$ cat src/rtl/eep_pkg.sv
package eep_pkg;

    typedef enum logic [3:0] {
        ST_IDLE,
        ST_START,
        ST_DEVW,
        ST_WADDR,
        ST_WDATA,
        ST_RSTART,
        ST_DEVR,
        ST_RDATA,
        ST_STOP,
        ST_GUARD
    } step_e;

    typedef struct packed {
        logic       wr;
        logic [8:0] addr;
        logic [7:0] wdata;
    } job_t;

    localparam logic [5:0] DEV_PREFIX = 6'b101000;
    localparam logic [3:0] ACK_BIT    = 4'd8;
    localparam logic [3:0] LAST_DBIT  = 4'd7;

    function automatic logic [7:0] dev_byte(input logic a8, input logic rd);
        return {DEV_PREFIX, a8, rd};
    endfunction

    function automatic logic is_tx(input step_e s);
        return (s == ST_DEVW) || (s == ST_WADDR) || (s == ST_WDATA) || (s == ST_DEVR);
    endfunction

    function automatic logic in_slot(input step_e s);
        return (s != ST_IDLE) && (s != ST_GUARD);
    endfunction

endpackage

$ cat src/rtl/eep_slot_timer.sv
module eep_slot_timer #(
    parameter int SLOT = 500
) (
    input  logic clk,
    input  logic rst,
    input  logic run,
    output logic t_q1,
    output logic t_half,
    output logic t_q3,
    output logic t_last
);
    localparam int CW = (SLOT > 1) ? $clog2(SLOT) : 1;
    localparam logic [CW-1:0] P_Q1   = CW'(SLOT / 4 - 1);
    localparam logic [CW-1:0] P_HALF = CW'(SLOT / 2 - 1);
    localparam logic [CW-1:0] P_Q3   = CW'((SLOT * 3) / 4 - 1);
    localparam logic [CW-1:0] P_LAST = CW'(SLOT - 1);

    logic [CW-1:0] cnt;

    always_ff @(posedge clk) begin
        if (rst || !run)
            cnt <= '0;
        else if (cnt == P_LAST)
            cnt <= '0;
        else
            cnt <= cnt + 1'b1;
    end

    assign t_q1   = run && (cnt == P_Q1);
    assign t_half = run && (cnt == P_HALF);
    assign t_q3   = run && (cnt == P_Q3);
    assign t_last = run && (cnt == P_LAST);

    // inside a running slot the phase advances by one each cycle
    a_r2_phase_step: assert property (@(posedge clk) disable iff (rst)
        (run && $past(run) && cnt != '0) |-> (cnt == $past(cnt) + 1'b1));

endmodule

$ cat src/rtl/eep_guard.sv
module eep_guard #(
    parameter int GUARD_CYC = 250_000
) (
    input  logic clk,
    input  logic rst,
    input  logic en,
    output logic expired
);
    localparam int GW = $clog2(GUARD_CYC + 1);
    localparam logic [GW-1:0] G_END = GW'(GUARD_CYC - 1);

    logic [GW-1:0] cnt;

    always_ff @(posedge clk) begin
        if (rst || !en)
            cnt <= '0;
        else if (cnt != G_END)
            cnt <= cnt + 1'b1;
    end

    assign expired = en && (cnt == G_END);

    // the guard count never jumps while enabled
    a_r5_guard_step: assert property (@(posedge clk) disable iff (rst)
        (en && $past(en) && cnt != '0) |-> (cnt == $past(cnt) + 1'b1));

endmodule

$ cat src/rtl/eep_seq_master.sv
module eep_seq_master
    import eep_pkg::*;
#(
    parameter int CLK_HZ    = 50_000_000,
    parameter int SCL_HZ    = 100_000,
    parameter int GUARD_CYC = 250_000,
    parameter int LEN_W     = 8
) (
    input  logic             clk,
    input  logic             rst,
    input  logic             req_valid,
    output logic             req_ready,
    input  logic             req_write,
    input  logic [8:0]       req_addr,
    input  logic [LEN_W-1:0] req_len,
    input  logic [7:0]       req_wdata,
    output logic             rd_valid,
    output logic [7:0]       rd_data,
    output logic             done,
    output logic             error,
    output logic             scl,
    output logic             sda_oe,
    input  logic             sda_in
);
    localparam int SLOT = CLK_HZ / SCL_HZ;
    localparam logic [LEN_W-1:0] ONE = LEN_W'(1);

    step_e            step;
    job_t             job;
    logic [3:0]       bitn;
    logic [7:0]       shreg;
    logic [LEN_W-1:0] remain;
    logic             scl_q, oe_q, nak_q, abort_q;
    logic             rd_valid_q, done_q, err_q;
    logic [7:0]       rd_data_q;
    logic             t_q1, t_half, t_q3, t_last;
    logic             guard_exp;

    eep_slot_timer #(.SLOT(SLOT)) u_timer (
        .clk    (clk),
        .rst    (rst),
        .run    (in_slot(step)),
        .t_q1   (t_q1),
        .t_half (t_half),
        .t_q3   (t_q3),
        .t_last (t_last)
    );

    eep_guard #(.GUARD_CYC(GUARD_CYC)) u_guard (
        .clk     (clk),
        .rst     (rst),
        .en      (step == ST_GUARD),
        .expired (guard_exp)
    );

    always_ff @(posedge clk) begin
        if (rst) begin
            step       <= ST_IDLE;
            job        <= '0;
            bitn       <= '0;
            shreg      <= '0;
            remain     <= '0;
            scl_q      <= 1'b1;
            oe_q       <= 1'b0;
            nak_q      <= 1'b0;
            abort_q    <= 1'b0;
            rd_valid_q <= 1'b0;
            rd_data_q  <= '0;
            done_q     <= 1'b0;
            err_q      <= 1'b0;
        end else begin
            rd_valid_q <= 1'b0;
            done_q     <= 1'b0;
            err_q      <= 1'b0;
            case (step)
                ST_IDLE: begin
                    if (req_valid) begin
                        job.wr    <= req_write;
                        job.addr  <= req_addr;
                        job.wdata <= req_wdata;
                        remain    <= (req_len == '0) ? ONE : req_len;
                        abort_q   <= 1'b0;
                        nak_q     <= 1'b0;
                        step      <= ST_START;
                    end
                end
                ST_GUARD: begin
                    if (guard_exp)
                        step <= ST_IDLE;
                end
                default: begin
                    // quarter point: SCL is low, SDA may move
                    if (t_q1) begin
                        case (step)
                            ST_START, ST_RSTART: oe_q <= 1'b0;
                            ST_STOP:             oe_q <= 1'b1;
                            ST_RDATA:            oe_q <= (bitn == ACK_BIT) ? (remain != ONE) : 1'b0;
                            default:             oe_q <= (bitn == ACK_BIT) ? 1'b0 : ~shreg[7];
                        endcase
                    end
                    if (t_half)
                        scl_q <= 1'b1;
                    // three-quarter point: SCL is high, sample or mark START/STOP
                    if (t_q3) begin
                        case (step)
                            ST_START, ST_RSTART: oe_q <= 1'b1;
                            ST_STOP:             oe_q <= 1'b0;
                            ST_RDATA: begin
                                if (bitn != ACK_BIT)
                                    shreg <= {shreg[6:0], sda_in};
                            end
                            default: begin
                                if (bitn == ACK_BIT)
                                    nak_q <= sda_in;
                                else
                                    shreg <= {shreg[6:0], 1'b0};
                            end
                        endcase
                    end
                    if (t_last) begin
                        if (step != ST_STOP)
                            scl_q <= 1'b0;
                        case (step)
                            ST_START: begin
                                step  <= ST_DEVW;
                                bitn  <= '0;
                                shreg <= dev_byte(job.addr[8], 1'b0);
                            end
                            ST_RSTART: begin
                                step  <= ST_DEVR;
                                bitn  <= '0;
                                shreg <= dev_byte(job.addr[8], 1'b1);
                            end
                            ST_STOP: begin
                                if (abort_q) begin
                                    err_q <= 1'b1;
                                    step  <= ST_IDLE;
                                end else begin
                                    done_q <= 1'b1;
                                    step   <= job.wr ? ST_GUARD : ST_IDLE;
                                end
                            end
                            default: begin
                                if (bitn != ACK_BIT) begin
                                    bitn <= bitn + 1'b1;
                                    if (step == ST_RDATA && bitn == LAST_DBIT) begin
                                        rd_valid_q <= 1'b1;
                                        rd_data_q  <= shreg;
                                    end
                                end else begin
                                    bitn <= '0;
                                    if (is_tx(step) && nak_q) begin
                                        abort_q <= 1'b1;
                                        step    <= ST_STOP;
                                    end else begin
                                        case (step)
                                            ST_DEVW: begin
                                                step  <= ST_WADDR;
                                                shreg <= job.addr[7:0];
                                            end
                                            ST_WADDR: begin
                                                if (job.wr) begin
                                                    step  <= ST_WDATA;
                                                    shreg <= job.wdata;
                                                end else begin
                                                    step <= ST_RSTART;
                                                end
                                            end
                                            ST_DEVR: step <= ST_RDATA;
                                            ST_RDATA: begin
                                                if (remain == ONE)
                                                    step <= ST_STOP;
                                                else
                                                    remain <= remain - 1'b1;
                                            end
                                            default: step <= ST_STOP;
                                        endcase
                                    end
                                end
                            end
                        endcase
                    end
                end
            endcase
        end
    end

    assign req_ready = (step == ST_IDLE);
    assign rd_valid  = rd_valid_q;
    assign rd_data   = rd_data_q;
    assign done      = done_q;
    assign error     = err_q;
    assign scl       = scl_q;
    assign sda_oe    = oe_q;

    // with SCL held high, SDA moves only for START or STOP
    a_r6_sda_moves_low: assert property (@(posedge clk) disable iff (rst)
        (scl_q && $past(scl_q) && (oe_q != $past(oe_q)))
            |-> ($past(step) == ST_START || $past(step) == ST_RSTART || $past(step) == ST_STOP));

    // SDA released while the slave owns the line
    a_r8_release_slave_bits: assert property (@(posedge clk) disable iff (rst)
        (t_q3 && ((is_tx(step) && bitn == ACK_BIT) || (step == ST_RDATA && bitn != ACK_BIT)))
            |-> !oe_q);

    // each byte strobe lasts one cycle
    a_r9_valid_pulse: assert property (@(posedge clk) disable iff (rst)
        rd_valid_q |=> !rd_valid_q);

    // a transfer ends either done or error, never both
    a_r10_done_xor_error: assert property (@(posedge clk) disable iff (rst)
        !(done_q && err_q));

    // bus idles during the write guard
    a_r5_guard_bus_idle: assert property (@(posedge clk) disable iff (rst)
        (step == ST_GUARD) |-> (scl_q && !oe_q));

endmodule

$ cat config.mk
export PLATFORM = sky130hd
export DESIGN_NAME = eep_seq_master
export DESIGN_NICKNAME = d
export VERILOG_FILES = /design/src/rtl/eep_pkg.sv /design/src/rtl/eep_slot_timer.sv /design/src/rtl/eep_guard.sv /design/src/rtl/eep_seq_master.sv
export SDC_FILE = /design/constraint.sdc
export NUM_CORES = 1
export LEC_CHECK = 0
export BUFFER_PORTS_ARGS = -buffer_cell sky130_fd_sc_hd__buf_2
export CORE_ASPECT_RATIO = 1.25
export CORE_MARGIN = 5
export CORE_UTILIZATION = 55
export DETAILED_ROUTE_END_ITERATION = 16
export GPL_TIMING_DRIVEN = 0
export PLACE_DENSITY = 0.75
export SYNTH_ARGS = -nofsm -noshare
export SYNTH_HDL_FRONTEND = slang
export SYNTH_SLANG_ARGS = --single-unit
$ cat constraint.sdc
create_clock -name clk -period 2.3 [get_ports clk]
set_input_delay 0.46 -clock clk [delete_from_list [all_inputs] [get_ports clk]]
set_output_delay 0.46 -clock clk [all_outputs]
set_load 0.05 [all_outputs]
=== Yosys cells after proc, flatten, opt, wreduce, memory -nomap -nowiden ===
Cells that the tools add are included.

* Add/subtract/negate cells: 4
* Multiply operators: 0
* Div/mod/pow operators: 0
* Order comparisons: 0
* Eq/ne operators: 31
* Shift-type cells: 0
* Multiplexer cells: 55
* Bitwise gates (word level): 7
* Reductions and logical operators: 38

{| class="wikitable"
|+ Operators with widths
! operator !! number
|-
| two-way mux 8 bit || 15
|-
| case mux 8 bit (2 select lines) || 3
|-
| two-way mux 4 bit || 9
|-
| case mux 8 bit (3 select lines) || 1
|-
| equality test 4 x 3 -> 1 bit, second input constant || 5
|-
| two-way mux 1 bit || 19
|-
| adder 18 x 1 -> 18 bit, second input constant || 1
|-
| equality test 18 bit, second input constant || 1
|-
| equality test 9 bit, second input constant || 2
|-
| != test 18 bit, second input constant || 1
|-
| case mux 4 bit (2 select lines) || 2
|-
| case mux 4 bit (4 select lines) || 1
|-
| AND reduction 5 bit || 3
|-
| equality test 4 bit, second input constant || 3
|-
| != test 4 bit, second input constant || 3
|-
| case mux 4 bit (3 select lines) || 1
|-
| != test 2 bit, second input constant || 5
|-
| nonzero test 2 bit || 5
|-
| adder 9 x 1 -> 9 bit, second input constant || 1
|-
| equality test 9 x 7 -> 1 bit, second input constant || 1
|-
| equality test 9 x 8 -> 1 bit, second input constant || 1
|-
| equality test 4 x 2 -> 1 bit, second input constant || 2
|-
| equality test 8 x 1 -> 1 bit, second input constant || 1
|-
| logical AND 1 bit || 8
|-
| other kinds (25) || 41
|}

* Flip-flop bits (word level): 84
* Bits in latches: 0
* Memory bits (writable): 0
* Bits in read-only memories: 0
* Input bits: 30
* Output and inout bits: 14
* Logic and storage cells: 152
* Memories kept: 0

=== Depth between registers and ports, before layout ===
Gate-level depths: netlist of the first run.

* Word-level depth: 10
* Mapped depth: 9
* Depth with buffers taken out: 7

=== Cells and area by module ===
Synthesis of the first run repeated with hierarchy kept, for this count alone.

* Cell total of the unflattened synthesis: 587
* Area total of the unflattened synthesis: 4734.5 µm²

{| class="wikitable"
|+ Modules (own cells, without submodules)
! module !! instances !! cells an instance !! area each (µm²) !! sequential area each (µm²)
|-
| eep_seq_master || 1 || 424 || 3283.1 || 1141.1
|-
| eep_guard || 1 || 100 || 892.1 || 360.3
|-
| eep_slot_timer || 1 || 63 || 559.3 || 180.2
|}

=== Worst setup path after synthesis of the first run ===
OpenSTA, ideal clock, no wires.

* Kind: register to register
* Start: register u_timer.cnt[0]
* End: register remain[2]
* Library setup time: 0.134 ns
* Data arrival time: 1.877 ns
* Data required time: 2.166 ns
* Slack: 0.289 ns
* Cell stages (with the launch flop): 9
* Path buffers: 2
* Period minus slack after synthesis: 2.011 ns
* Cells stage by stage: dfxtp_1 > ha_1 > and4b_1 > and2_1 > clkbuf_1 > a31oi_1 > buf_2 > o311ai_0 > o31ai_1

* Cells in the longest elaborated chain, start to end: 4

{| class="wikitable"
|+ Ends and longest elaborated chain
! item !! line !! text
|-
| from (decl) || eep_slot_timer.sv:18 || <nowiki>logic [CW-1:0] cnt;</nowiki>
|-
| from (signal assigned) || eep_slot_timer.sv:26 || <nowiki>cnt <= cnt + 1'b1;</nowiki>
|-
| equality test 9 bit || eep_slot_timer.sv:32 || <nowiki>assign t_last = run && (cnt == P_LAST);</nowiki>
|-
| logical AND 1 bit || eep_slot_timer.sv:32 ||
|-
| nonzero test 2 bit (no source line) || -- ||
|-
| AND reduction 8 bit (no source line) || -- ||
|-
| to (signal assigned) || eep_seq_master.sv:81 || <nowiki>remain <= (req_len == '0) ? ONE : req_len;</nowiki>
|-
| to (signal assigned) || eep_seq_master.sv:174 || <nowiki>remain <= remain - 1'b1;</nowiki>
|-
| to (decl) || eep_seq_master.sv:32 || <nowiki>logic [LEN_W-1:0] remain;</nowiki>
|}

Every way passes these cells.
A chain may end at the register's enable or synchronous reset.

=== Final worst setup path of the first run ===
* Start: register step[1]
* End: output req_ready

* Cells in the longest elaborated chain, start to end: 1

{| class="wikitable"
|+ Ends and longest elaborated chain
! item !! line !! text
|-
| from (decl) || eep_seq_master.sv:28 || <nowiki>step_e step;</nowiki>
|-
| from (signal assigned) || eep_seq_master.sv:140 || <nowiki>step <= job.wr ? ST_GUARD : ST_IDLE;</nowiki>
|-
| logical NOT 4 bit || eep_seq_master.sv:188 || <nowiki>assign req_ready = (step == ST_IDLE);</nowiki>
|-
| to (decl) || eep_seq_master.sv:12 || <nowiki>output logic req_ready,</nowiki>
|}

Every way passes these cells.

==> results.json, run 1 <==
{
  "outcome": "finished, final reports clean",
  "p_leak_uw": 0.00196,
  "place_area_sq_um": 4930,
  "firstDrtPassIters": 5,
  "maxCapViolCount": 0,
  "rsz0062_at_grt": "true",
  "area.sequential_sq_um": 1680,
  "ys_async_sr_fraction": 0,
  "areaGrowthSynthToFinish_pct": 13.7,
  "fin_crit_sh": 0.979,
  "syn_inst": 582,
  "coreArea_sq_um": 8190,
  "drt_wl_total_mm": 12.6,
  "synthTopCellsByArea": "dfxtp_1 (37%), a21oi_1 (6.1%), nand2_1 (5.7%), nor2_1 (4.8%), o21ai_0 (2.6%)",
  "p_per_area_nw_per_um2": 937,
  "path_clk_slew_ns": 0.09,
  "slew_viol_final": 0,
  "min_path_type": "input pin to flop",
  "synth_mux_area_frac": 0.0313,
  "antenna_found_initial": 0,
  "synth_top_area_share": 0.366,
  "cts-buffers-inserted": 9,
  "io_pins": 44,
  "synthSimpleGateAreaFrac": 0.267,
  "ys.flop_type": "dfxtp_1",
  "cts_tree": "done",
  "first_iter_violations": 387,
  "synth-edff-count": 0,
  "place.gp.congestion": 0.979,
  "vdd_drop_max_mv": 0.512,
  "grt_usage": 0.242,
  "synth_nets": 621,
  "vias_per_cell": 6.23,
  "worstPathRequired_ns": 1.84,
  "htree_levels": 3,
  "worstSkewPairLatency_ns": 0.36,
  "layout.nets": 678,
  "yosysSeqAreaShare": 0.366,
  "finClkSkew_ns": 0.0104,
  "yosys_register_bits": 84,
  "final_area_sq_um": 5230,
  "nFillCells": 760,
  "portBuffers": 42,
  "cts_root_buf": "clkbuf_8",
  "diodes": 0,
  "worstSetupPathType": "flop to output pin",
  "wl_per_cell_um": 17.0,
  "cts_hold_buf": 0,
  "setup.worst_path.start_class": "flop",
  "min_period_ns": 2.25,
  "multi_input_area_sq_um": 2710,
  "ant_nets": 0,
  "arrival_ns": 1.79,
  "final_util": 0.638,
  "vias": 4614,
  "rows": 37,
  "synth_top_area_cell": "dfxtp_1",
  "critPathCaptureType": "output pin",
  "worstMarginPinSlew_ns": 0.792,
  "dp_hpwl_mm": 9.28,
  "die_w_um": 91.8,
  "fmax_ghz": 0.444,
  "die_h_um": 112,
  "hold_viol": 0,
  "netlist_area_sq_um": 4600,
  "synth_xor_area_frac": 0.0362,
  "fin_tns_setup_ns": 0,
  "grt_max_degree": 14,
  "synth_most_common_cell": "dfxtp_1",
  "yosys-top-cells-count": "dfxtp_1 (84), nand2_1 (70), nor2_1 (59)",
  "slew_headroom": 0.470,
  "ys.warnings.count": 0,
  "overflow": 0,
  "grt_pass1_vias": 4342,
  "start_util": 0.561,
  "cp_max_fo": 10,
  "drive_above_1_share": 0.168,
  "die_area_sq_um": 10300,
  "avgSynthCellArea_sq_um": 7.90,
  "synth_compound_area_frac": 0.218,
  "synth_top_family_by_area": "simple AND/OR/NAND/NOR gates",
  "p_total_uw": 4900,
  "synth_fa_ha_area_frac": 0.0267,
  "clk_path_buf_depth": 2,
  "grt_pass1_wl_mm": 20.5,
  "clock-sinks": 84,
  "setup-violations-final": 0,
  "drc_errors": 0,
  "synth.distinct_cells": 71
}
kinds of logic after synthesis:
family	after synthesis
compound gates	156
xor+xnor	19
fa+ha+maj	10
buf+inv	55
flops	84
mux	14
simple gates	244
routing by layer:
| layer | wire [um] | GRT usage | part of all wire | up-vias |
|---|---|---|---|---|
| met5 | 0 | 0 | 0 | - |
| met4 | 489 | 0.119 | 0.039 | 0 |
| met3 | 835 | 0.0436 | 0.066 | 40 |
| met2 | 5790 | 0.398 | 0.46 | 195 |
| met1 | 5500 | 0.306 | 0.44 | 2153 |
| li1 | - | - | - | 2226 |
power by group:
part,switching (uW),internal [uW],total [uW]
Combinational,1270,773,2050
Sequential,173,1620,1790
Clock,526,531,1060
Total,1970,2920,4900
final timing paths:
| check | end | slack (ns) | cells past startpoint | startpoint |
|---|---|---|---|---|
| max | req_ready | 0.05 | 6 | step[1] |
| min | job[10] | 0.33 | 3 | req_addr[2] |
| max reg2reg | remain[5] | 0.07 | 6 | step[2] |
| min reg2reg | job[7] | 0.46 | 2 | job[7] |
registers in the layout, summed over array words and instances, names as in the netlist:
name	count
sda_oe	1
u_guard.cnt	18
nak_q	1
rd_valid	1
scl	1
rd_data	8
remain	8
done	1
abort_q	1
bitn	4
job	18
shreg	8
step	4
u_timer.cnt	9
error	1
per-stage QoR:
step                      instances  hold WS (ns)  setup WS (ns)
after global routing            741         0.339       -0.00961
after floorplan                 582         0.413          0.289
after detailed placement        721         0.450         -0.146
after CTS                       737         0.324        -0.0111
final                           741         0.329         0.0478
after global placement          721         0.444         -0.104
what timing repair did:
item,in CTS,in global routing
buffers inserted,1,4
endpoints found under the hold margin,0,0
setup endpoints to repair,9,31
gates resized for setup,8,22
worst max-delay path, cell delays in order, from the launching register on:
cell and delay, ns:
dfxtp_1 0.32, buf_6 0.13, or4_4 0.48, buf_8 0.15
clkinv_8 0.07, buf_8 0.13, buf_8 0.14
placed cells by master (no fill, tap or decap), types with 4 or more instances in the layout:
cell,count
o22ai_1,14
xnor2_1,6
nand3b_1,6
buf_2,52
a21oi_1,55
clkbuf_8,10
or3_1,4
a211oi_1,11
ha_1,8
xor2_1,13
nand4_1,7
inv_1,18
nor2_1,58
dfxtp_1,83
nor4_1,8
a22oi_1,4
buf_4,6
and2_1,4
mux2i_1,11
clkbuf_1,17
a32oi_1,5
clkbuf_2,4
and3_1,9
nand2_1,70
nand3_1,21
nand4b_1,4
nor2b_1,4
nor3_1,18
o31ai_1,4
o21ai_0,22
area by class of cell:
cell class,instances,share of cell area
Inverter,19,0.0160
Sequential cell,84,0.322
Clock buffer,12,0.0278
Tap cell,97,0.0232
Clock inverter,4,0.00933
Multi-Input combinational cell,443,0.517
Buffer,35,0.0352
Timing Repair Buffer,47,0.0493
Note: power is estimated with default switching activity, not from simulation.
==> run 2, diff against run 1 <==
- clock period: 2.3 -> 2.4 ns (I/O delays scaled with it)
==> results.json, run 2 (synthesis results as in run 1) <==
{
  "fin_crit_sh": 0.966,
  "final_area_sq_um": 5180,
  "grt_pass1_wl_mm": 20.4,
  "min_period_ns": 2.32,
  "fmax_ghz": 0.431,
  "first_iter_violations": 372,
  "cts-buffers-inserted": 9,
  "gr-usage-met3": 0.0422,
  "reg2reg_setup_slack_ns": 0.13,
  "grt_usage": 0.240,
  "die_area_sq_um": 10300,
  "clock-sinks": 84,
  "coreArea_sq_um": 8190,
  "drc_errors": 0,
  "htree_levels": 3,
  "min_path_type": "input pin to flop",
  "worstPathRequired_ns": 1.92,
  "slew_viol_final": 0,
  "outcome": "finished, final reports clean",
  "firstDrtPassIters": 5,
  "diodes": 0,
  "slew_headroom": 0.450,
  "place.gp.congestion": 0.979,
  "met1_usage": 0.304,
  "reg2reg_from": "step[2]",
  "cts_hold_buf": 0,
  "dp.cells": 721,
  "start_util": 0.561,
  "setup-violations-final": 0,
  "die_h_um": 112,
  "finClkSkew_ns": 0.00804,
  "rows": 37,
  "layout.nets": 675,
  "use_met2": 0.394,
  "reg_top3": "job (18), u_guard.cnt (18), u_timer.cnt (9)",
  "portBuffers": 42,
  "grt_max_degree": 14,
  "rsz0062_at_grt": "false",
  "worstSkewPairLatency_ns": 0.36,
  "dp_hpwl_mm": 9.28,
  "wl_per_cell_um": 16.9,
  "maxCapViolCount": 0,
  "layout_common_cells": "dfxtp_1 (84), nand2_1 (70), nor2_1 (58)",
  "critPathCaptureType": "output pin",
  "worstSetupPathType": "flop to output pin",
  "vdd_drop_max_mv": 0.467,
  "ant_nets": 0,
  "antenna_found_initial": 0,
  "drive_above_1_share": 0.153,
  "mostFrequentLayoutCell": "dfxtp_1",
  "p_per_area_nw_per_um2": 892,
  "cts_tree": "done",
  "grt_busiest_layer": "met2",
  "path_clk_slew_ns": 0.08,
  "areaGrowthSynthToFinish_pct": 12.6,
  "drt_wl_total_mm": 12.4,
  "ff2ff_path_depth": 6,
  "critPathLaunch": "step[1]",
  "cp_max_fo": 10,
  "hold_viol": 0,
  "overflow": 0,
  "reg2reg_to": "remain[5]",
  "grt_pass1_vias": 4298,
  "cts_root_buf": "clkbuf_8",
  "place_area_sq_um": 4930,
  "arrival_ns": 1.84,
  "vias": 4559,
  "io_pins": 44,
  "clk_path_buf_depth": 2,
  "hold_ws_ns": 0.350,
  "fin_tns_setup_ns": 0,
  "vias_per_cell": 6.18,
  "die_w_um": 91.8,
  "endpoint": "req_ready",
  "setup.worst_path.start_class": "flop",
  "p_leak_uw": 0.00193,
  "final_cells": 738,
  "worstMarginPinSlew_ns": 0.821
}
-- run 2: area by class of cell --
class / instances / area [sq um]
clock buffers: 12 / 145
well taps: 97 / 121
clock inverters: 4 / 48.8
inverters: 19 / 83.8
plain buffers: 35 / 170
fillers: 767 / 3020
multi-input cells: 443 / 2690
flip-flops and latches: 84 / 1680
repair buffers: 44 / 235
-- run 2: repair_timing --
| item | in CTS | in global routing |
|---|---|---|
| resized for setup | 3 | 14 |
| setup endpoints to repair | 7 | 14 |
| setup buffers | 0 | 2 |
-- run 2: worst max-delay path, cell delays in order, from the launching register on --
cell and delay (ns):
dfxtp_1 0.32, buf_6 0.13, or4_4 0.47, buf_6 0.17, clkinv_8 0.07, buf_4 0.17
buf_8 0.15
-- run 2: layer usage --
| metal | wire length [um] | up-vias |
|---|---|---|
| li1 | - | 2214 |
| met1 | 5450 | 2112 |
| met2 | 5700 | 190 |
| met3 | 829 | 43 |
| met4 | 470 | 0 |
| met5 | 0 | - |
-- run 2: report_power, final --
group / switching, uW / total [uW] / internal (uW)
Combinational: 1200 / 1890 / 690
Clock: 498 / 1010 / 509
Sequential: 165 / 1720 / 1550
Total: 1870 / 4620 / 2750
-- run 2: worst min path at each step --
| stage | startpoint | endpoint | slack [ns] | cells after the start |
|---|---|---|---|---|
| after floorplan | abort_q | done | 0.41 | 1 |
| after global placement | job[7] | job[7] | 0.44 | 2 |
| after detailed placement | job[7] | job[7] | 0.45 | 2 |
| after CTS | req_addr[0] | job[8] | 0.34 | 3 |
| after global routing | req_addr[0] | job[8] | 0.36 | 3 |
| final | req_addr[0] | job[8] | 0.35 | 3 |
-- run 2: through the flow --
step / power (uW) / setup slack [ns] / util
detailed placement: 3530 / -0.0461 / 0.602
finish: 4620 / 0.0810 / 0.632
floorplan: 3080 / 0.389 / -
global route: 4910 / 0.00474 / 0.632
CTS: 4560 / 0.00275 / 0.626
global placement: 3490 / -0.00374 / 0.602
